## src/rtl/dma_chan_status_pkg.sv

```systemverilog
package dma_chan_status_pkg;
  localparam int BIT_EN   = 0;
  localparam int BIT_ACT  = 1;
  localparam int BIT_TR   = 4;
  localparam int BIT_BUF  = 5;
  localparam int BIT_DESC = 6;
  localparam int CNT_LSB  = 16;

  // index of each clear-on-read flag inside the flag bank
  localparam int FLG_TR   = 0;
  localparam int FLG_BUF  = 1;
  localparam int FLG_DESC = 2;
  localparam int NUM_FLG  = 3;
endpackage

```

## src/rtl/dma_cs_count.sv

```systemverilog
module dma_cs_count #(
  parameter int CNT_W = 16,
  parameter int DEC_W = 11
) (
  input  logic             clk,
  input  logic             rst,
  input  logic             load,
  input  logic [CNT_W-1:0] load_val,
  input  logic             dec_en,
  input  logic [DEC_W-1:0] dec_amt,
  output logic [CNT_W-1:0] cnt,
  output logic             hit_zero
);
  logic [CNT_W-1:0] dec_ext;
  logic             covers;

  assign dec_ext  = CNT_W'(dec_amt);
  assign covers   = dec_ext >= cnt;
  assign hit_zero = dec_en && !load && (cnt != '0) && covers;

  always_ff @(posedge clk) begin
    if (rst)           cnt <= '0;
    else if (load)     cnt <= load_val;
    else if (dec_en)   cnt <= covers ? '0 : cnt - dec_ext;
  end
endmodule

```

## src/rtl/dma_cs_ctrl.sv

```systemverilog
module dma_cs_ctrl (
  input  logic clk,
  input  logic rst,
  input  logic wr_valid,
  input  logic wr_value,
  input  logic xfer_end,
  input  logic fifo_empty,
  input  logic load_next,
  input  logic sel,
  input  logic pkt_start,
  input  logic pkt_done,
  output logic en,
  output logic act
);
  logic off_pend;

  always_ff @(posedge clk) begin
    if (rst) begin
      en       <= 1'b0;
      off_pend <= 1'b0;
    end else if (wr_valid && wr_value) begin
      en       <= 1'b1;
      off_pend <= 1'b0;
    end else if (xfer_end) begin
      en       <= 1'b0;
      off_pend <= 1'b0;
    end else if (wr_valid) begin
      if (act && !fifo_empty) begin
        off_pend <= 1'b1;
      end else begin
        en       <= 1'b0;
        off_pend <= 1'b0;
      end
    end else if (off_pend && fifo_empty) begin
      en       <= 1'b0;
      off_pend <= 1'b0;
    end
  end

  always_ff @(posedge clk) begin
    if (rst)                        act <= 1'b0;
    else if (sel && pkt_start && en) act <= 1'b1;
    else if (pkt_done)               act <= 1'b0;
    else if (!en && !load_next)      act <= 1'b0;
  end
endmodule

```

## src/rtl/dma_cs_flags.sv

```systemverilog
module dma_cs_flags #(
  parameter int NF = 3
) (
  input  logic          clk,
  input  logic          rst,
  input  logic [NF-1:0] set,
  input  logic          rd,
  output logic [NF-1:0] q
);
  for (genvar i = 0; i < NF; i++) begin : g_flag
    always_ff @(posedge clk) begin
      if (rst)         q[i] <= 1'b0;
      else if (set[i]) q[i] <= 1'b1;
      else if (rd)     q[i] <= 1'b0;
    end
  end
endmodule

```

## src/rtl/dma_chan_status.sv

```systemverilog
module dma_chan_status
  import dma_chan_status_pkg::*;
#(
  parameter int CNT_W = 16,
  parameter int DEC_W = 11,
  localparam int STAT_W = CNT_LSB + CNT_W
) (
  input  logic              clk,
  input  logic              rst,
  input  logic              en_wr_valid,
  input  logic              en_wr_value,
  input  logic              en_wr_desc,
  input  logic              load_next,
  input  logic [CNT_W-1:0]  cnt_init,
  input  logic              dec_valid,
  input  logic [DEC_W-1:0]  dec_bytes,
  input  logic              chan_selected,
  input  logic              pkt_start,
  input  logic              pkt_done,
  input  logic              dev_end,
  input  logic              fifo_empty,
  input  logic              status_rd,
  output logic [STAT_W-1:0] status_word,
  output logic              next_desc_req
);
  logic               en, act, buf_evt, tr_evt, load;
  logic [CNT_W-1:0]   cnt;
  logic [NUM_FLG-1:0] flg_set, flg_q;

  assign load   = en_wr_valid && en_wr_value;
  assign tr_evt = en && pkt_done && dev_end;

  dma_cs_count #(.CNT_W(CNT_W), .DEC_W(DEC_W)) u_count (
    .clk(clk), .rst(rst), .load(load), .load_val(cnt_init),
    .dec_en(dec_valid && en), .dec_amt(dec_bytes),
    .cnt(cnt), .hit_zero(buf_evt)
  );

  dma_cs_ctrl u_ctrl (
    .clk(clk), .rst(rst), .wr_valid(en_wr_valid), .wr_value(en_wr_value),
    .xfer_end(buf_evt || tr_evt), .fifo_empty(fifo_empty),
    .load_next(load_next), .sel(chan_selected), .pkt_start(pkt_start),
    .pkt_done(pkt_done), .en(en), .act(act)
  );

  always_comb begin
    flg_set           = '0;
    flg_set[FLG_TR]   = tr_evt;
    flg_set[FLG_BUF]  = buf_evt;
    flg_set[FLG_DESC] = en_wr_valid && en_wr_desc;
  end

  dma_cs_flags #(.NF(NUM_FLG)) u_flags (
    .clk(clk), .rst(rst), .set(flg_set), .rd(status_rd), .q(flg_q)
  );

  always_comb begin
    status_word                     = '0;
    status_word[BIT_EN]             = en;
    status_word[BIT_ACT]            = act;
    status_word[BIT_TR]             = flg_q[FLG_TR];
    status_word[BIT_BUF]            = flg_q[FLG_BUF];
    status_word[BIT_DESC]           = flg_q[FLG_DESC];
    status_word[STAT_W-1:CNT_LSB]   = cnt;
  end

  assign next_desc_req = !en && load_next;
endmodule

```

## config.mk

```make
export PLATFORM = sky130hd
export DESIGN_NAME = dma_chan_status
export DESIGN_NICKNAME = d
export VERILOG_FILES = /design/src/rtl/dma_chan_status_pkg.sv /design/src/rtl/dma_cs_count.sv /design/src/rtl/dma_cs_ctrl.sv /design/src/rtl/dma_cs_flags.sv /design/src/rtl/dma_chan_status.sv
export SDC_FILE = /design/constraint.sdc
export NUM_CORES = 1
export LEC_CHECK = 0
export ABC_AREA = 1
export BUFFER_PORTS_ARGS = -buffer_cell sky130_fd_sc_hd__buf_4
export CORE_ASPECT_RATIO = 1.4
export CORE_MARGIN = 4
export CORE_UTILIZATION = 51
export DETAILED_ROUTE_END_ITERATION = 10
export GPL_ROUTABILITY_DRIVEN = 0
export PLACE_DENSITY = 0.88
export SYNTH_ARGS = -nofsm -noshare
export SYNTH_HDL_FRONTEND = slang
export SYNTH_SLANG_ARGS = --single-unit
```

## constraint.sdc

```tcl
create_clock -name clk -period 2.1 [get_ports clk]
set_input_delay 0 -clock clk [delete_from_list [all_inputs] [get_ports clk]]
set_output_delay 0 -clock clk [all_outputs]
set_load 0.02 [all_outputs]
```

==> impl_metrics.csv, run 1 <==
group,metric,value,unit
grt,grtUsageMet1,26.6,%
clocking,clk_pin_slew,0.09,ns
floorplan,fp.dieW,61.9,um
grt,grt_max_degree,22,
power_and_ir_drop,seqPwrFrac,33.0,%
critical_path,r2r_cells,14,
critical_path,cp-end-kind,"flip-flop",
synth,yosys.area_share.simple,35.2,%
grt,grtUsageMet3,3.58,%
synth,yosys.area.top_type,"dfxtp_1",
sta,final.setup_skew,0.000808,ns
critical_path,cp.arrival,2.21,ns
power_and_ir_drop,p_leak,1.37,nW
routing,drcViolationCount,0,
floorplan,ios,73,
grt,top_usage_layer,"met2",
synth,synth.avg_cell_area,6.34,um^2
clocking,cts_htree_levels,1,
synth,synth_flop_cell,"dfxtp_1",
clocking,numClockSinks,22,
critical_path,rr_startpoint,"u_count.cnt[0]",
grt,grt.met2_usage,39.0,%
power_and_ir_drop,pwr-share-comb,37.1,%
power_and_ir_drop,ir_worst_vdd,0.000370,V
sta,clock.fmax,503,MHz
synth,yosysWarnings,0,
floorplan,fp.dieArea,5160,um^2
power_and_ir_drop,p_switching,0.507,mW
floorplan,rows,27,
cells_and_area,area_delta_synth_final,26.2,%
run_status,status,"finished clean",
routing,wire_per_inst,13.4,um
grt,grt_usage,22.4,%
power_and_ir_drop,swShare,36.0,%
synth,synth_mux_area_share,0,%
synth,synth_cell_type_count,34,
sta,finalMaxSlewViolations,0,
critical_path,ff2ff_setup_slack,0.11,ns
synth,synth_compound_area_share,13.7,%
critical_path,cp.required,2.32,ns
routing,first_pass_iters,4,
placement,io_buffers,61,
synth,synth_top_area_share,21.2,%
sta,post-route-min-period,1.99,ns
hold_path,holdPathStages,4,
power_and_ir_drop,p_int,0.902,mW
sta,hold_viol_final,0,
synth,synth_top_family_by_area,"simple AND/OR/NAND/NOR gates",
routing,drtIter0Drc,114,
sta,fin_ws,0.112,ns
routing,wirelength,5730,um
critical_path,crit_fanout,7,
synth,synth_xor_area_share,2.96,%
grt,grt_first_pass_wirelength,9030,um
critical_path,worstReg2RegEnd,"u_count.cnt[9]",
routing,ant_nets,0,
placement,hpwl,4180,um
critical_path,start_kind,"flip-flop",
synth,post_synth_fa_ha_maj_area_fraction,7.60,%
critical_path,crit_start,"u_count.cnt[0]",
clocking,cts-root-buf,"clkbuf_8",
grt,grt_antenna_before_repair,0,
sta,whs,0.0285,ns
clocking,clk_latency,0.27,ns
cells_and_area,fillers,346,
synth,netlist_instances,327,
cells_and_area,diodes,0,
clocking,tritoncts,"yes",
floorplan,die_h,83.4,um
synth,ys_ff_latch,22,
sta,setup_viol,0,
synth,yosysMostFrequentCell,"nand2_1",
synth,synthesis.area,2070,um^2
hold_path,hp-class,"in2reg",
synth,postSynth.asyncResetShare,0,%
synth,synth-edff-count,0,
floorplan,core,3920,um^2
floorplan,start_util,52.9,%
critical_path,critPathKind,"reg2reg",
cells_and_area,drive_above_1_share,26.7,%
job,drv_cap,0,
clocking,numCtsBuffers,3,
clocking,postCtsSetupBuffers,0,
placement,pre_cts_ws,0.109,ns
grt,grt_pass1_vias,2089,
sta,min_period_over_period,94.7,%
synth,seq_area_frac_synth,21.2,%
critical_path,cp-endpoint,"u_count.cnt[9]",
power_and_ir_drop,pwr_density_cell,538,nW/um^2
routing,vias,2272,
power_and_ir_drop,clockPowerShare,29.9,%
synth,ys_top_cells_by_area,"dfxtp_1, nand2_1, inv_1",
cells_and_area,nets,439,
clocking,cts_buffer_depth,2,
synth,synth.top_cells.by_count,"nand2_1, inv_1, nand3_1",
routing,viasPerCell,5.30,
grt,grt_overflow,0,
[how the worst min path moves through the flow]
stage	slack, ns	endpoint	from
6_report	0.03	u_ctrl.act	pkt_done
5_1_grt	0.07	u_count.cnt[12]	rst
4_1_cts	0.03	u_ctrl.act	pkt_done
3_5_place_dp	0.24	u_ctrl.act	load_next
3_3_place_gp	0.23	u_ctrl.act	load_next
2_1_floorplan	0.12	next_desc_req	load_next
[cells by family (layout without fill, tap and decap cells)]
logic type	count (synthesis)	count (layout)
buffers and inverters	85	134
xor gates and xnor gates	7	7
DFF	22	22
and+or+nand+nor	152	152
other	1	11
AOI/OAI and AO/OA	48	48
adders and majority gates	12	12
[metrics by stage]
step           std cells  power (mW)  util, %  setup TNS (ns)  cell area (um^2)
2_1_floorplan        337       0.829        -               0              2110
3_3_place_gp         420       0.956     63.0               0              2470
3_5_place_dp         420       0.967     63.0               0              2470
4_1_cts              428        1.39     65.9               0              2580
5_1_grt              429        1.48     66.8         -0.0136              2620
6_report             429        1.41     66.8               0              2620
[per-layer routing]
layer  up-vias  share of wire (%)
li1       1129                  -
met1      1037                 38
met2        89                 52
met3        17                7.4
met4         0                2.5
met5         -                  0
[flip-flops by register name (all words and copies together) (netlist names)]
register and flops:
u_flags.q 3, u_ctrl.en 1, u_ctrl.off_pend 1, u_ctrl.act 1
u_count.cnt 16
[cell usage in the layout (no fill, tap or decap), types with 2 or more instances in the layout]
cell,synthesis,final
a21oi_1,17,16
a21oi_2,8,9
buf_4,15,61
clkbuf_8,0,3
conb_1,1,11
dfxtp_1,22,22
dlygate4sd3_1,0,4
ha_1,11,11
inv_1,62,62
nand2_1,63,59
nand2_2,8,12
nand3_1,37,37
nand3_2,6,5
nand3b_1,3,3
nand4_1,5,5
nor2_1,21,21
nor2_2,2,2
nor2_4,2,2
o21ai_0,17,17
or2_2,3,3
xor2_1,6,6
[final cells by class]
type | instances | area (um^2) | area share [%]
multi-input cells | 230 | 1300 | 49.6
repair buffers | 65 | 498 | 19.0
flip-flops and latches | 22 | 440 | 16.8
inverters | 64 | 248 | 9.47
well taps | 43 | 53.8 | 2.06
clock buffers | 3 | 41.3 | 1.58
clock inverters | 1 | 30.0 | 1.15
repair inverters | 1 | 6.26 | 0.239
[power groups by stage]
stage	sequential, mW	combinational [mW]	clock, mW
floorplan	0.496	0.333	0
global placement	0.473	0.483	0
detailed placement	0.473	0.493	0
CTS	0.464	0.504	0.421
global route	0.469	0.576	0.437
finish	0.464	0.523	0.421
[worst max-delay path, cell delays in order, from the launching register on]
cell and delay (ns):
dfxtp_1 0.34, inv_1 0.06, ha_1 0.18, inv_1 0.09
fa_2 0.22, nand2_2 0.07, nand2_2 0.10, nand3_2 0.10
nand2_2 0.12, nand2_2 0.06, nand2_2 0.08, nand3_4 0.13
inv_4 0.16, nand3_2 0.09, a21oi_2 0.12
[repair_timing]
action	in CTS	in global routing
hold buffers	4	0
endpoints found under the setup margin	0	10
hold endpoints to repair	3	0
gates resized for setup	0	11
Power figures use the tool's default switching activity.
==> run 2, diff against run 1 <==
- BUFFER_PORTS_ARGS: -buffer_cell sky130_fd_sc_hd__buf_4 -> not set
- CORE_UTILIZATION: 51 -> 60
- DONT_BUFFER_PORTS: not set -> 1
- PLACE_DENSITY: 0.88 -> 0.83
==> impl_metrics.csv, run 2 (synthesized netlist as in run 1, its figures left out) <==
group,metric,value,unit
sta,worst_pin_slew,0.983,ns
sta,min_period_over_period,95.3,%
routing,drcViolationCount,0,
cells_and_area,largest_reg_flops,16,
cells_and_area,mostFrequentLayoutCells,"inv_1, nand2_1, nand3_1",
critical_path,cp-end-kind,"flip-flop",
cells_and_area,top_regs,"u_count.cnt x16, u_flags.q x3",
floorplan,fp.dieArea,4470,um^2
run_status,status,"finished clean",
cells_and_area,nets,402,
critical_path,ff2ff_setup_slack,0.1,ns
clocking,tritoncts,"yes",
clocking,clk_latency,0.27,ns
grt,grt_usage,26.2,%
grt,grt_antenna_before_repair,0,
floorplan,rows,25,
critical_path,start_kind,"primary input",
placement,place_area,2080,um^2
hold_path,hp-class,"in2reg",
routing,ant_nets,0,
clocking,cts_buffer_depth,2,
floorplan,die_h,77.6,um
critical_path,r2r_cells,14,
sta,post-route-min-period,2.00,ns
floorplan,start_util,61.9,%
routing,drtIter0Drc,83,
grt,grt_pass1_vias,2102,
sta,hold_viol_final,0,
power_and_ir_drop,p_leak,1.17,nW
sta,relSlewSlack,34.2,%
cells_and_area,top_register,"u_count.cnt",
power_and_ir_drop,p_int,0.867,mW
critical_path,rr_startpoint,"u_count.cnt[0]",
critical_path,crit_fanout,19,
clocking,numClockSinks,22,
critical_path,cp.required,2.28,ns
critical_path,crit_start,"rst",
power_and_ir_drop,seqPwrFrac,35.5,%
routing,first_pass_iters,4,
routing,wire_per_inst,15.0,um
clocking,cts-root-buf,"clkbuf_8",
power_and_ir_drop,clockPowerShare,30.2,%
critical_path,critPathKind,"in2reg",
cells_and_area,utilization,71.4,%
power_and_ir_drop,swShare,35.7,%
grt,grt_overflow,0,
floorplan,core,3350,um^2
placement,io_buffers,0,
floorplan,ios,73,
routing,wirelength,5850,um
cells_and_area,diodes,0,
placement,hpwl,3980,um
sta,final.setup_skew,0.00672,ns
power_and_ir_drop,ir_worst_vdd,0.000352,V
sta,finalMaxSlewViolations,0,
clocking,cts_htree_levels,1,
sta,rsz0062_at_grt,"true",
sta,clock.fmax,500,MHz
clocking,numCtsBuffers,3,
job,drv_cap,0,
power_and_ir_drop,pwr_density_cell,564,nW/um^2
cells_and_area,area_delta_synth_final,15.3,%
critical_path,cp.arrival,2.18,ns
critical_path,cp-endpoint,"u_ctrl.act",
grt,grt_max_degree,20,
grt,grt_first_pass_wirelength,9450,um
sta,setup_viol,0,
cells_and_area,postLayoutCellArea,2390,um^2
clocking,clk_pin_slew,0.09,ns
floorplan,fp.dieW,57.7,um
routing,vias,2159,
routing,viasPerCell,5.55,
power_and_ir_drop,p_switching,0.480,mW
power_and_ir_drop,pwr-share-comb,34.3,%
hold_path,holdPathStages,4,
critical_path,worstReg2RegEnd,"u_count.cnt[5]",
cells_and_area,drive_above_1_share,16.3,%
-- run 2: cell count changes in the layout (fill, tap and decap cells not counted), sizes merged --
| cell | delta |
|---|---|
| buf | -48 |
| dlygate4sd3 | +12 |
| inv | -1 |
-- run 2: how the worst min path moves through the flow --
stage	startpoint	end
2_1_floorplan	load_next	next_desc_req
3_3_place_gp	rst	u_count.cnt[9]
3_5_place_dp	rst	u_count.cnt[12]
4_1_cts	en_wr_valid	u_count.cnt[8]
5_1_grt	en_wr_valid	u_count.cnt[8]
6_report	cnt_init[12]	u_count.cnt[12]
-- run 2: metrics by stage --
stage               power (mW)  setup slack [ns]  hold slack, ns  TNS [ns]  cells
global placement         0.865             0.205          0.0652         0    365
CTS                       1.32            0.0194         0.00374         0    385
detailed placement       0.871            0.0990          0.0665         0    365
floorplan                0.829             0.101           0.115         0    337
finish                    1.35            0.0995        0.000221         0    389
global route              1.44           -0.0250         0.00891   -0.0270    389
-- run 2: area by class of cell --
type / count / area, um^2
clock buffer: 3 / 41.3
clock inverter: 1 / 30.0
fill: 292 / 957
inverter: 64 / 250
multi-input combinational: 230 / 1320
sequential: 22 / 442
tap: 40 / 50.0
timing repair buffer: 29 / 258
-- run 2: power by group through the flow --
| stage | logic, mW | clock network, mW | registers [mW] |
|---|---|---|---|
| final | 0.462 | 0.407 | 0.477 |
| after CTS | 0.425 | 0.415 | 0.477 |
| after detailed placement | 0.384 | 0 | 0.487 |
| after floorplan | 0.333 | 0 | 0.496 |
| after global routing | 0.513 | 0.442 | 0.481 |
| after global placement | 0.379 | 0 | 0.486 |
-- run 2: per-layer routing --
| layer | global-route usage, % | vias up | routed length, um |
|---|---|---|---|
| met4 | 9.05 | 0 | 192 |
| li1 | - | 1058 | - |
| met3 | 4.16 | 20 | 469 |
| met1 | 30.3 | 979 | 2170 |
| met5 | 0 | - | 0 |
| met2 | 47.3 | 102 | 3020 |
-- run 2: timing repair --
item,CTS,global route
gates resized for setup,0,16
hold buffers,16,0
buffers inserted,0,4
endpoints found under the hold margin,22,0
setup endpoints to repair,0,17
-- run 2: worst max-delay path, cell delays in order --
cell	delay, ns
dlygate4sd3_1	1.18
inv_1	0.24
o211ai_1	0.16
dlygate4sd3_1	0.56
inv_1	0.04
